**config.mk**
```make
export PLATFORM = sky130hd
export DESIGN_NAME = rtc_tick_alarm
export DESIGN_NICKNAME = d
export VERILOG_FILES = /design/src/rtl/rtc_tick_alarm_pkg.sv /design/src/rtl/rtc_tick_src_sel.sv /design/src/rtl/rtc_tick_width_timer.sv /design/src/rtl/rtc_tick_alarm.sv
export SDC_FILE = /design/constraint.sdc
export NUM_CORES = 1
export LEC_CHECK = 0
export CAP_MARGIN = 40
export CELL_PAD_IN_SITES_DETAIL_PLACEMENT = 0
export CELL_PAD_IN_SITES_GLOBAL_PLACEMENT = 1
export CORE_MARGIN = 10
export CORE_UTILIZATION = 29
export CTS_CLUSTER_SIZE = 30
export DETAILED_ROUTE_END_ITERATION = 16
export MAX_ROUTING_LAYER = met4
export PLACE_DENSITY_LB_ADDON = 0.12
export SETUP_SLACK_MARGIN = 0.3
export SLEW_MARGIN = 20
export SYNTH_ARGS = -nofsm -noshare
export SYNTH_HDL_FRONTEND = slang
export SYNTH_SLANG_ARGS = --single-unit
```
**constraint.sdc**
```tcl
create_clock -name clk_i -period 2.2 [get_ports clk_i]
set_clock_uncertainty 0.2 [all_clocks]
set_input_delay 0.55 -clock clk_i [delete_from_list [all_inputs] [get_ports clk_i]]
set_output_delay 0.55 -clock clk_i [all_outputs]
set_load 0.01 [all_outputs]
```
**src/rtl/rtc_tick_alarm_pkg.sv**
```systemverilog
package rtc_tick_alarm_pkg;

    localparam int unsigned SRC_COUNT       = 4;
    localparam int unsigned SRC_SEL_W       = $clog2(SRC_COUNT);
    localparam int unsigned PULSE_TICKS_DEF = 64;

    typedef enum logic [SRC_SEL_W-1:0] {
        SRC_SUB64  = 2'd0,
        SRC_SECOND = 2'd1,
        SRC_MINUTE = 2'd2,
        SRC_HOUR   = 2'd3
    } src_code_e;

    typedef struct packed {
        logic flag;
    } alarm_state_t;

endpackage

```
**src/rtl/rtc_tick_src_sel.sv**
```systemverilog
module rtc_tick_src_sel #(
    parameter int unsigned NUM_SRC = 4,
    localparam int unsigned SEL_W  = $clog2(NUM_SRC)
) (
    input  logic [NUM_SRC-1:0] carry_i,
    input  logic [SEL_W-1:0]   sel_i,
    input  logic               mask_i,
    output logic               event_o
);

    logic [NUM_SRC-1:0] hit;

    for (genvar g = 0; g < NUM_SRC; g++) begin : g_src
        assign hit[g] = carry_i[g] && (sel_i == SEL_W'(g));
    end

    assign event_o = (|hit) && !mask_i;

endmodule

```
**src/rtl/rtc_tick_width_timer.sv**
```systemverilog
module rtc_tick_width_timer #(
    parameter int unsigned PULSE_TICKS = 64,
    localparam int unsigned CNT_W      = (PULSE_TICKS > 1) ? $clog2(PULSE_TICKS) : 1,
    localparam logic [CNT_W-1:0] LAST  = CNT_W'(PULSE_TICKS - 1)
) (
    input  logic clk_i,
    input  logic rst_ni,
    input  logic restart_i,
    input  logic run_i,
    input  logic tick_i,
    output logic expire_o
);

    logic [CNT_W-1:0] cnt_d, cnt_q;

    always_comb begin
        cnt_d    = cnt_q;
        expire_o = 1'b0;
        if (restart_i) begin
            cnt_d = '0;
        end else if (run_i && tick_i) begin
            if (cnt_q == LAST) begin
                cnt_d    = '0;
                expire_o = 1'b1;
            end else begin
                cnt_d = cnt_q + 1'b1;
            end
        end
    end

    always_ff @(posedge clk_i) begin
        if (!rst_ni) cnt_q <= '0;
        else         cnt_q <= cnt_d;
    end

endmodule

```
**src/rtl/rtc_tick_alarm.sv**
```systemverilog
module rtc_tick_alarm
    import rtc_tick_alarm_pkg::*;
#(
    parameter int unsigned NUM_SRC     = SRC_COUNT,
    parameter int unsigned PULSE_TICKS = PULSE_TICKS_DEF,
    localparam int unsigned SEL_W      = $clog2(NUM_SRC)
) (
    input  logic               clk_i,
    input  logic               rst_ni,
    input  logic               tick8k_i,
    input  logic [NUM_SRC-1:0] carry_i,
    input  logic [SEL_W-1:0]   period_sel_i,
    input  logic               mask_i,
    input  logic               latch_mode_i,
    input  logic               flag_clr_i,
    output logic               irq_flag_o,
    output logic               line_n_o
);

    alarm_state_t st_d, st_q;
    logic         event_w;
    logic         expire_w;

    rtc_tick_src_sel #(.NUM_SRC(NUM_SRC)) u_src (
        .carry_i (carry_i),
        .sel_i   (period_sel_i),
        .mask_i  (mask_i),
        .event_o (event_w)
    );

    rtc_tick_width_timer #(.PULSE_TICKS(PULSE_TICKS)) u_width (
        .clk_i     (clk_i),
        .rst_ni    (rst_ni),
        .restart_i (event_w),
        .run_i     (st_q.flag && !latch_mode_i),
        .tick_i    (tick8k_i),
        .expire_o  (expire_w)
    );

    // Priority: mask, new event, clear strobe, pulse expiry
    always_comb begin
        st_d = st_q;
        if (mask_i)          st_d.flag = 1'b0;
        else if (event_w)    st_d.flag = 1'b1;
        else if (flag_clr_i) st_d.flag = 1'b0;
        else if (expire_w)   st_d.flag = 1'b0;
    end

    always_ff @(posedge clk_i) begin
        if (!rst_ni) st_q <= '0;
        else         st_q <= st_d;
    end

    assign irq_flag_o = st_q.flag;
    assign line_n_o   = !st_q.flag;

endmodule


```
==> reports/metrics.yaml, run 1 <==
pwr-share-comb_pct: 14.1
switching_share_pct: 24.22
hp-class: "reg -> reg"
drv_slew: 0
h-tree-depth: 1
drc: 0
die_x_um: 56.16
vias: 375
cts_max_path_buffers: 2
dp_hpwl_um: 809.1
cts_tree: "yes"
min_period_ns: 1.875
core_area_um2: 1171
cap_viol_max_count: 0
synth-seq-cells: 7
layout_common_cells: "clkdlybuf4s50_1 (9), inv_1 (7), dfxtp_1 (6)"
io_buffers: 13
dpl.cell_count: 70
crit_arrival_ns: 1.87
net-switching-power_w: 0.00007137
synth_nets: 54
place_area_um2: 541.8
design_area_um2: 589.3
ios: 14
fp-row-count: 12
utilization_pct: 50.32
grt_pass1_wl_um: 1497
vdd_drop_max_mv: 0.2277
relSlewSlack_pct: 74.37
critPathKind: "in -> reg"
die_h_um: 56.16
dieArea_um2: 3153
hold_viol: 0
vias_per_cell: 5.068
layout_worst_path_cycle_share_pct: 85.21
antenna_found_initial: 0
seq_area_frac_synth_pct: 36.96
dp_slack_ns: -0.09910
area_growth_syn_to_layout_pct: 55.45
clock_sinks: 7
clockPowerShare_pct: 41.6
startpoint_type: "primary input"
netlist_area_um2: 379.1
outcome: "completed"
ys_types: 25
ys.warnings.count: 0
grt_max_degree: 7
n_antenna_cell: 0
fmax_mhz: 533.5
grt_pass1_vias: 364
setup_violations: 0
p_int_w: 0.0002233
sequentialPowerShare_pct: 44.4
worst_slew_pin_slew_ns: 0.3815
root_buffer: "clkbuf_4"
wl_um: 974
timing.final.ws_setup_ns: 0.3254
first_iter_violations: 7
gp_congestion: 0.7141
layout.cells.non_filler: 74
drtPass1Iterations: 4
numCtsBuffers: 3
final_antenna_net_count: 0
grt_setup_unrepaired: "yes"
fin_nets: 74
path_max_fanout: 6
drive_above_1_share_pct: 20.00
grt_overflow: 0
start_util_pct: 32.37
wl_per_cell_um: 13.16
clk_pin_slew_ns: 0.06
end_kind: "register"
netlist_instances: 41
clock_latency_ns: 0.27
leakage_nw: 0.2546
avgSynthCellArea_um2: 9.247
layout_commonest_cell: "clkdlybuf4s50_1"
gr-usage-all-layers_pct: 6.287
worstPathRequired_ns: 2.19
p_per_area_nw_per_um2: 500.0
## repair_timing
action,in CTS,in global routing
cloned,0,0
gates resized for setup,4,4
setup buffers,0,0
hold buffers,0,0
pin swaps,1,0
endpoints found under the setup margin,8,3
## power groups by stage
stage,sequential (W),combinational [W],clock [W]
after floorplan,0.000133,0.0000130,0
after global placement,0.000133,0.0000395,0
after detailed placement,0.000133,0.0000405,0
after CTS,0.000131,0.0000412,0.000126
after global routing,0.000131,0.0000444,0.000136
final,0.000131,0.0000414,0.000122
## critical path: stages
cell,delay (ns)
clkdlybuf4s50_1,0.40
mux4_2,0.49
a21o_4,0.25
a211oi_2,0.18
## kinds of logic after synthesis
| family | count (synthesis) | synth area share (%) |
|---|---|---|
| compound gates | 9 | 18.15 |
| buf+inv | 7 | 6.932 |
| xor+xnor | 2 | 4.621 |
| flops | 7 | 36.96 |
| mux | 2 | 8.581 |
| simple gates | 13 | 21.45 |
| fa+ha+maj | 1 | 3.300 |
## cells in the mapped netlist
cell      count  area, um2
nand3_1       2      10.01
nor2_1        2      7.510
ha_1          1      12.51
o311ai_0      1      8.760
a211oi_1      1      7.510
xnor2_1       1      8.760
a31oi_1       1      6.260
o221ai_1      1      8.760
dfxtp_1       7      140.1
xor2_1        1      8.760
nand2_1       2      7.510
or3_1         1      6.260
o31ai_1       1      7.510
mux4_2        1      22.52
o21ai_0       1      5.000
nor3_1        1      5.000
a211oi_2      1      12.51
mux2i_1       1      10.01
a21oi_1       1      5.000
or4_1         2      15.01
nor3_2        1      10.01
a21o_1        1      7.510
nand4b_1      1      8.760
inv_1         7      26.28
nand3b_2      1      11.26
## per-layer routing
| metal | GRT usage (%) | vias to the layer above | wire [um] |
|---|---|---|---|
| li1 | - | 188 | - |
| met2 | 8.819 | 12 | 461 |
| met1 | 6.158 | 172 | 423 |
| met5 | - | - | 0 |
| met3 | 3.645 | 3 | 58 |
| met4 | 5.119 | 0 | 30 |
## registers in the layout, indices dropped and copies added (netlist names)
| register | count |
|---|---|
| irq_flag_o | 1 |
| u_width.cnt_q | 6 |
## stage by stage
stage	total power (W)	TNS, ns	hold slack, ns
after floorplan	0.0001460	0	0.2654
after detailed placement	0.0001736	-0.2551	0.2946
after global placement	0.0001725	-0.1762	0.2870
after CTS	0.0002982	0	0.3014
after global routing	0.0003111	0	0.3327
final	0.0002947	0	0.2974
## final timing paths
kind / startpoint / end / slack (ns) / cells past startpoint
worst min-delay path: u_width.cnt_q[4] / u_width.cnt_q[4] / 0.30 / 2
worst max-delay path: carry_i[3] / u_width.cnt_q[3] / 0.33 / 4
worst max register to register: u_width.cnt_q[0] / u_width.cnt_q[4] / 0.63 / 4
worst min register to register: u_width.cnt_q[4] / u_width.cnt_q[4] / 0.30 / 2
## cell type report
class | instances | area (um2)
Multi-Input combinational cell | 27 | 229.0
Clock buffer | 3 | 22.52
Inverter | 7 | 26.28
Clock inverter | 1 | 5.005
Sequential cell | 7 | 141.4
Tap cell | 14 | 17.52
Timing Repair Buffer | 15 | 147.6
Fill cell | 116 | 581.8
Note: power is estimated with default switching activity, not from simulation.
==> run 2, diff against run 1 <==
CAP_MARGIN = 15   (was 40)
==> results of run 2 <==
Same layout as run 1: the final DEF is identical, and so are final timing and power.
